## src/rtl/gpio_sense_pkg.sv

```systemverilog
package gpio_sense_pkg;

    localparam int PINS   = 32;
    localparam int HALF   = PINS / 2;
    localparam int ADDR_W = 5;

    localparam logic [ADDR_W-1:0] OFS_DATA = 5'h00;
    localparam logic [ADDR_W-1:0] OFS_DIR  = 5'h04;
    localparam logic [ADDR_W-1:0] OFS_PAD  = 5'h08;
    localparam logic [ADDR_W-1:0] OFS_CFGL = 5'h0C;
    localparam logic [ADDR_W-1:0] OFS_CFGH = 5'h10;
    localparam logic [ADDR_W-1:0] OFS_MASK = 5'h14;
    localparam logic [ADDR_W-1:0] OFS_PEND = 5'h18;

    typedef enum logic [1:0] {
        SENSE_LOW  = 2'b00,
        SENSE_HIGH = 2'b01,
        SENSE_RISE = 2'b10,
        SENSE_FALL = 2'b11
    } sense_e;

    typedef struct packed {
        logic              wr;
        logic [ADDR_W-1:0] addr;
        logic [PINS-1:0]   wdata;
    } bus_req_t;

    function automatic sense_e code_for(input logic [PINS-1:0] cfg_lo,
                                        input logic [PINS-1:0] cfg_hi,
                                        input int pin);
        logic [PINS-1:0] sel;
        int slot;
        sel  = (pin < HALF) ? cfg_lo : cfg_hi;
        slot = pin % HALF;
        return sense_e'(sel[2*slot +: 2]);
    endfunction

endpackage

```

## src/rtl/gpio_sense_sync.sv

```systemverilog
module gpio_sense_sync
    import gpio_sense_pkg::*;
(
    input  logic            clk,
    input  logic            rst,
    input  logic [PINS-1:0] pad_in,
    output logic [PINS-1:0] lvl,
    output logic [PINS-1:0] lvl_prev
);
    logic [PINS-1:0] meta_q;
    logic [1:0]      since_rst;

    always_ff @(posedge clk) begin
        if (rst) begin
            meta_q   <= '0;
            lvl      <= '0;
            lvl_prev <= '0;
        end else begin
            meta_q   <= pad_in;
            lvl      <= meta_q;
            lvl_prev <= lvl;
        end
    end

    always_ff @(posedge clk) begin
        if (rst)                   since_rst <= 2'd0;
        else if (since_rst != 2'd2) since_rst <= since_rst + 2'd1;
    end


    sync_delay_chk: assert property (@(posedge clk) disable iff (rst)
        (since_rst == 2'd2) |-> (lvl == $past(pad_in, 2)));

endmodule

```

## src/rtl/gpio_sense_detect.sv

```systemverilog
module gpio_sense_detect
    import gpio_sense_pkg::*;
(
    input  logic            clk,
    input  logic            rst,
    input  logic [PINS-1:0] lvl,
    input  logic [PINS-1:0] lvl_prev,
    input  logic [PINS-1:0] cfg_lo,
    input  logic [PINS-1:0] cfg_hi,
    output logic [PINS-1:0] hit
);
    for (genvar i = 0; i < PINS; i++) begin : g_pin
        sense_e code;
        assign code = code_for(cfg_lo, cfg_hi, i);

        always_comb begin
            unique case (code)
                SENSE_LOW:  hit[i] = ~lvl[i];
                SENSE_HIGH: hit[i] =  lvl[i];
                SENSE_RISE: hit[i] =  lvl[i] & ~lvl_prev[i];
                SENSE_FALL: hit[i] = ~lvl[i] &  lvl_prev[i];
                default:    hit[i] = 1'b0;
            endcase
        end


        rise_edge_chk: assert property (@(posedge clk) disable iff (rst)
            (code == SENSE_RISE && hit[i]) |-> (lvl[i] && !$past(lvl[i])));


        fall_edge_chk: assert property (@(posedge clk) disable iff (rst)
            (code == SENSE_FALL && hit[i]) |-> (!lvl[i] && $past(lvl[i])));
    end

endmodule

```

## src/rtl/gpio_sense_regs.sv

```systemverilog
module gpio_sense_regs
    import gpio_sense_pkg::*;
(
    input  logic            clk,
    input  logic            rst,
    input  bus_req_t        req,
    input  logic [PINS-1:0] lvl,
    input  logic [PINS-1:0] hit,
    output logic [PINS-1:0] rdata,
    output logic [PINS-1:0] data_q,
    output logic [PINS-1:0] dir_q,
    output logic [PINS-1:0] cfg_lo,
    output logic [PINS-1:0] cfg_hi,
    output logic            irq_lo,
    output logic            irq_hi,
    output logic            irq_any
);
    logic [PINS-1:0] mask_q;
    logic [PINS-1:0] pend_q;
    logic [PINS-1:0] clr_vec;
    logic [PINS-1:0] active;

    assign clr_vec = (req.wr && req.addr == OFS_PEND) ? req.wdata : '0;

    always_ff @(posedge clk) begin
        if (rst) begin
            data_q <= '0;
            dir_q  <= '0;
            cfg_lo <= '0;
            cfg_hi <= '0;
            mask_q <= '0;
        end else if (req.wr) begin
            unique case (req.addr)
                OFS_DATA: data_q <= req.wdata;
                OFS_DIR:  dir_q  <= req.wdata;
                OFS_CFGL: cfg_lo <= req.wdata;
                OFS_CFGH: cfg_hi <= req.wdata;
                OFS_MASK: mask_q <= req.wdata;
                default:  ;
            endcase
        end
    end

    always_ff @(posedge clk) begin
        if (rst) pend_q <= '0;
        else     pend_q <= (pend_q & ~clr_vec) | hit;
    end

    always_comb begin
        unique case (req.addr)
            OFS_DATA: rdata = data_q;
            OFS_DIR:  rdata = dir_q;
            OFS_PAD:  rdata = lvl;
            OFS_CFGL: rdata = cfg_lo;
            OFS_CFGH: rdata = cfg_hi;
            OFS_MASK: rdata = mask_q;
            OFS_PEND: rdata = pend_q;
            default:  rdata = '0;
        endcase
    end

    assign active  = pend_q & mask_q;
    assign irq_lo  = |active[HALF-1:0];
    assign irq_hi  = |active[PINS-1:HALF];
    assign irq_any = irq_lo | irq_hi;


    data_hold_chk: assert property (@(posedge clk) disable iff (rst)
        (req.wr && req.addr == OFS_DATA) |=> (data_q == $past(req.wdata)));


    pend_sticky_chk: assert property (@(posedge clk) disable iff (rst)
        ((($past(pend_q) & ~$past(clr_vec)) & ~pend_q) == '0));


    masked_quiet_chk: assert property (@(posedge clk) disable iff (rst)
        (mask_q == '0) |-> !irq_any);

endmodule

```

## src/rtl/gpio_sense_port.sv

```systemverilog
module gpio_sense_port
    import gpio_sense_pkg::*;
(
    input  logic              clk,
    input  logic              rst,
    input  logic              bus_wr,
    input  logic [ADDR_W-1:0] bus_addr,
    input  logic [PINS-1:0]   bus_wdata,
    output logic [PINS-1:0]   bus_rdata,
    input  logic [PINS-1:0]   pad_in,
    output logic [PINS-1:0]   pad_out,
    output logic [PINS-1:0]   pad_oe,
    output logic              irq_lo,
    output logic              irq_hi,
    output logic              irq_any
);
    bus_req_t        req;
    logic [PINS-1:0] lvl, lvl_prev, hit, cfg_lo, cfg_hi;

    assign req = '{wr: bus_wr, addr: bus_addr, wdata: bus_wdata};

    gpio_sense_sync u_sync (
        .clk(clk), .rst(rst), .pad_in(pad_in),
        .lvl(lvl), .lvl_prev(lvl_prev)
    );

    gpio_sense_detect u_detect (
        .clk(clk), .rst(rst), .lvl(lvl), .lvl_prev(lvl_prev),
        .cfg_lo(cfg_lo), .cfg_hi(cfg_hi), .hit(hit)
    );

    gpio_sense_regs u_regs (
        .clk(clk), .rst(rst), .req(req), .lvl(lvl), .hit(hit),
        .rdata(bus_rdata), .data_q(pad_out), .dir_q(pad_oe),
        .cfg_lo(cfg_lo), .cfg_hi(cfg_hi),
        .irq_lo(irq_lo), .irq_hi(irq_hi), .irq_any(irq_any)
    );


    irq_split_chk: assert property (@(posedge clk) disable iff (rst)
        irq_any |-> (irq_lo || irq_hi));

endmodule

```

## config.mk

```make
export PLATFORM = sky130hd
export DESIGN_NAME = gpio_sense_port
export DESIGN_NICKNAME = d
export VERILOG_FILES = /design/src/rtl/gpio_sense_pkg.sv /design/src/rtl/gpio_sense_sync.sv /design/src/rtl/gpio_sense_detect.sv /design/src/rtl/gpio_sense_regs.sv /design/src/rtl/gpio_sense_port.sv
export SDC_FILE = /design/constraint.sdc
export NUM_CORES = 1
export LEC_CHECK = 0
export BUFFER_PORTS_ARGS = -buffer_cell sky130_fd_sc_hd__buf_4
export CAP_MARGIN = 5
export CORE_MARGIN = 2
export CORE_UTILIZATION = 38
export DETAILED_ROUTE_END_ITERATION = 8
export GPL_TIMING_DRIVEN = 0
export PLACE_DENSITY = 0.55
export SLEW_MARGIN = 30
export SYNTH_ARGS = -nofsm -noshare
export SYNTH_HDL_FRONTEND = slang
export SYNTH_SLANG_ARGS = --single-unit
```

## constraint.sdc

```tcl
create_clock -name clk -period 2.22 [get_ports clk]
set_clock_uncertainty 0.05 [all_clocks]
set_input_delay 0.444 -clock clk [delete_from_list [all_inputs] [get_ports clk]]
set_output_delay 0.444 -clock clk [all_outputs]
set_load 0.01 [all_outputs]
```

==> qor.txt <==
Status - complete, but fails checks
Failing checks - setup timing
P per Cell Area - 747 mW/mm²
Clock transition at path regs - 0.06 ns
# IOs - 171
Final setup fails - 35
Worst path required time - 1.73 ns
Post-Syn Nets - 1561
Clock tree buffer depth - 3
Mapped Area - 0.0122 mm²
Post-route minimum period - 2.49 ns
Met3 global-route usage - 0.0594
Synth cell types - 34
Yosys warning count - 0
Measured slew at the worst slew-check pin - 1.04 ns
CP Max Fanout - 6
Clock sink count - 288
Clk_lat worst skew - 0.52 ns
Largest net degree at the start of global routing - 14
Final wirelength - 48.1 mm
Final Hold Vio Count - 0
Crit path top cell by count - buf_8
Worst hold path type - in2reg
Final ANT Viol Nets - 0
Unrepaired setup endpoints after global routing - yes
Highest clock rate - 402 MHz
Peak supply drop - 0.458 mV
WS Path Type - in2out
DRC viols - 0
First drt pass iteration count - 5
Max Cap Viol - 0
Startpoint types - primary input
Gpl congestion - 0.928
Static leakage power - 0.00611 µW
Via density - 5.48
Final global-route overflow total - 0
Chip Width - 183 µm
Register bit total from synthesis - 288
Busiest grt layer - met2
Die H - 183 µm
Share of post-route cells with drive strength above 1 - 0.244
Final core utilization - 0.526
Cell Chain, Critical Path - buf_8 > buf_8 > or4b_4 > buf_12 > nor2_4 > a221oi_2 > o21ai_1 > buf_4
Mapped Cells - 1489
HPWL after DPL - 35.4 mm
CP endpoint kind - output pin
Wirelength per Cell - 22.4 µm
Net count, final - 1794
Gr usage total - 0.277
Die footprint - 0.0336 mm²
Slew Limit Fails - 0
CTS root buffer - clkbuf_16
Finished Cell Area - 0.0166 mm²
DP Area - 0.0140 mm²
Worst Hold Margin - 0.0837 ns
Post-Place Setup Slack - -0.659 ns
Max incr delay on CP - 0.61 ns
First-pass GRT wire length - 68.6 mm
Initial core utilization - 0.386
Syn Area/Cell - 8.21 µm²
M1 GR Usage - 0.397
Final worst-path cycle share - 1.12
Synth-to-layout area growth - 36.0%
Port Buf Inserts - 168
Initial antenna violation count - 1
Met2 global-route usage - 0.424
Worst Path Buf+Inv - 4
CTS Buf Count - 34
Cell row count - 65
Worst path slowest cell - or4b_4
DR vias - 11.8k
TritonCTS clock tree - yes
Critical path's top delay family - simple AND/OR/NAND/NOR gates
Core area - 0.0316 mm²
Number of global-route vias before repair - 10.7k
DRT iter0 DRCs - 1186
Final setup margin - -0.269 ns
H-tree depth - 2
Arrival time worst endpoint - 1.99 ns
Slew margin rel. - 0.306
Seq/Total Area, Yosys - 0.472
what timing repair did:
action	in CTS	in global routing
hold endpoints to repair	0	0
hold buffers	0	0
gates resized for setup	134	136
setup endpoints to repair	35	36
pin swaps	15	26
cloned	1	4
setup buffers	14	15
metrics by stage:
| stage | std cells | setup TNS [ns] | power (µW) |
|---|---|---|---|
| floorplan | 1489 | 0 | 5860 |
| global placement | 2059 | -29.89 | 6300 |
| detailed placement | 2059 | -32.60 | 6310 |
| CTS | 2134 | -4.72 | 12300 |
| global route | 2150 | -5.20 | 12700 |
| finish | 2151 | -4.34 | 12400 |
state kept, by name (all words and copies together), names as in the netlist:
register / flops
u_sync.lvl: 32
u_regs.mask_q: 32
u_regs.cfg_hi: 32
u_regs.pend_q: 32
u_regs.cfg_lo: 32
u_regs.data_q: 32
u_sync.meta_q: 32
u_regs.dir_q: 32
u_sync.lvl_prev: 32
kinds of logic after synthesis:
group                  count (synthesis)  share of synthesized area
AND/OR/NAND/NOR                      605                      0.241
AO/OA/AOI/OAI                        400                      0.187
XOR/XNOR                               2                    0.00143
flip-flops                           288                      0.472
multiplexers                          64                     0.0540
buffers and inverters                130                     0.0449
layout make-up:
type,instances,area [µm²]
clock buffer,47,1020
buffer,93,584
multi-input combinational,1071,6710
sequential,288,5790
fill,2956,15000
antenna,1,2.50
clock inverter,15,188
tap,402,503
timing repair buffer,202,1710
inverter,32,120
metal layers:
metal,part of all wire,up-vias
met1,0.44,5581
met3,0.099,69
li1,-,5567
met2,0.44,560
met5,0,-
met4,0.021,0
where the power goes:
part	total (µW)	internal, µW	switching (µW)
Clock	6020	3700	2320
Sequential	5450	5300	145
Combinational	963	400	563
synth_stat cells (all sizes together):
cell,n,area (µm²)
o22ai,16,100
mux2,16,180
nor3b,2,20.0
buf,27,163
nand4,2,12.5
nand2,326,1220
a22o,8,70.1
xor2,2,17.5
nor2,36,135
nor2b,98,613
a22oi,32,240
o21ai,110,551
nor4b,1,23.8
a221oi,24,210
inv,32,120
or2,1,6.26
and3b,1,8.76
and3,2,12.5
nand3,33,165
nand2b,32,200
and2,7,43.8
a21oi,194,971
dfxtp,288,5770
clkbuf,71,267
mux2i,48,480
nand3b,62,465
a211o,16,140
nor3,1,10.0
or4b,1,10.0
worst paths after layout:
kind | cells past startpoint | slack, ns | end | from
min reg2reg | 1 | 0.38 | u_sync.lvl[21]$_SDFF_PP0_ | u_sync.meta_q[21]$_SDFF_PP0_
max | 8 | -0.27 | bus_rdata[17] | bus_addr[2]
max reg2reg | 3 | 0.63 | u_regs.pend_q[11]$_SDFF_PP0_ | u_regs.cfg_lo[23]$_SDFFE_PP0P_
min | 2 | 0.08 | u_sync.meta_q[10]$_SDFF_PP0_ | pad_in[10]
layout by cell type, fill, tap and decap left out, drive strengths merged, types with 2 or more instances in the layout:
cell / netlist / layout
o22ai: 16 / 16
bufinv: 0 / 4
and2: 7 / 7
dfxtp: 288 / 288
mux2: 16 / 16
clkinv: 0 / 6
a21oi: 194 / 194
and3: 2 / 2
nand3b: 62 / 62
nor2: 36 / 36
a22oi: 32 / 32
inv: 32 / 32
nand2: 326 / 326
clkinvlp: 0 / 5
buf: 27 / 229
nor3b: 2 / 2
nor2b: 98 / 98
a211o: 16 / 16
clkbuf: 71 / 113
nand4: 2 / 2
mux2i: 48 / 48
nand3: 33 / 33
a221oi: 24 / 24
o21ai: 110 / 110
nand2b: 32 / 32
xor2: 2 / 2
a22o: 8 / 8
Note: power is estimated with default switching activity, not from simulation.
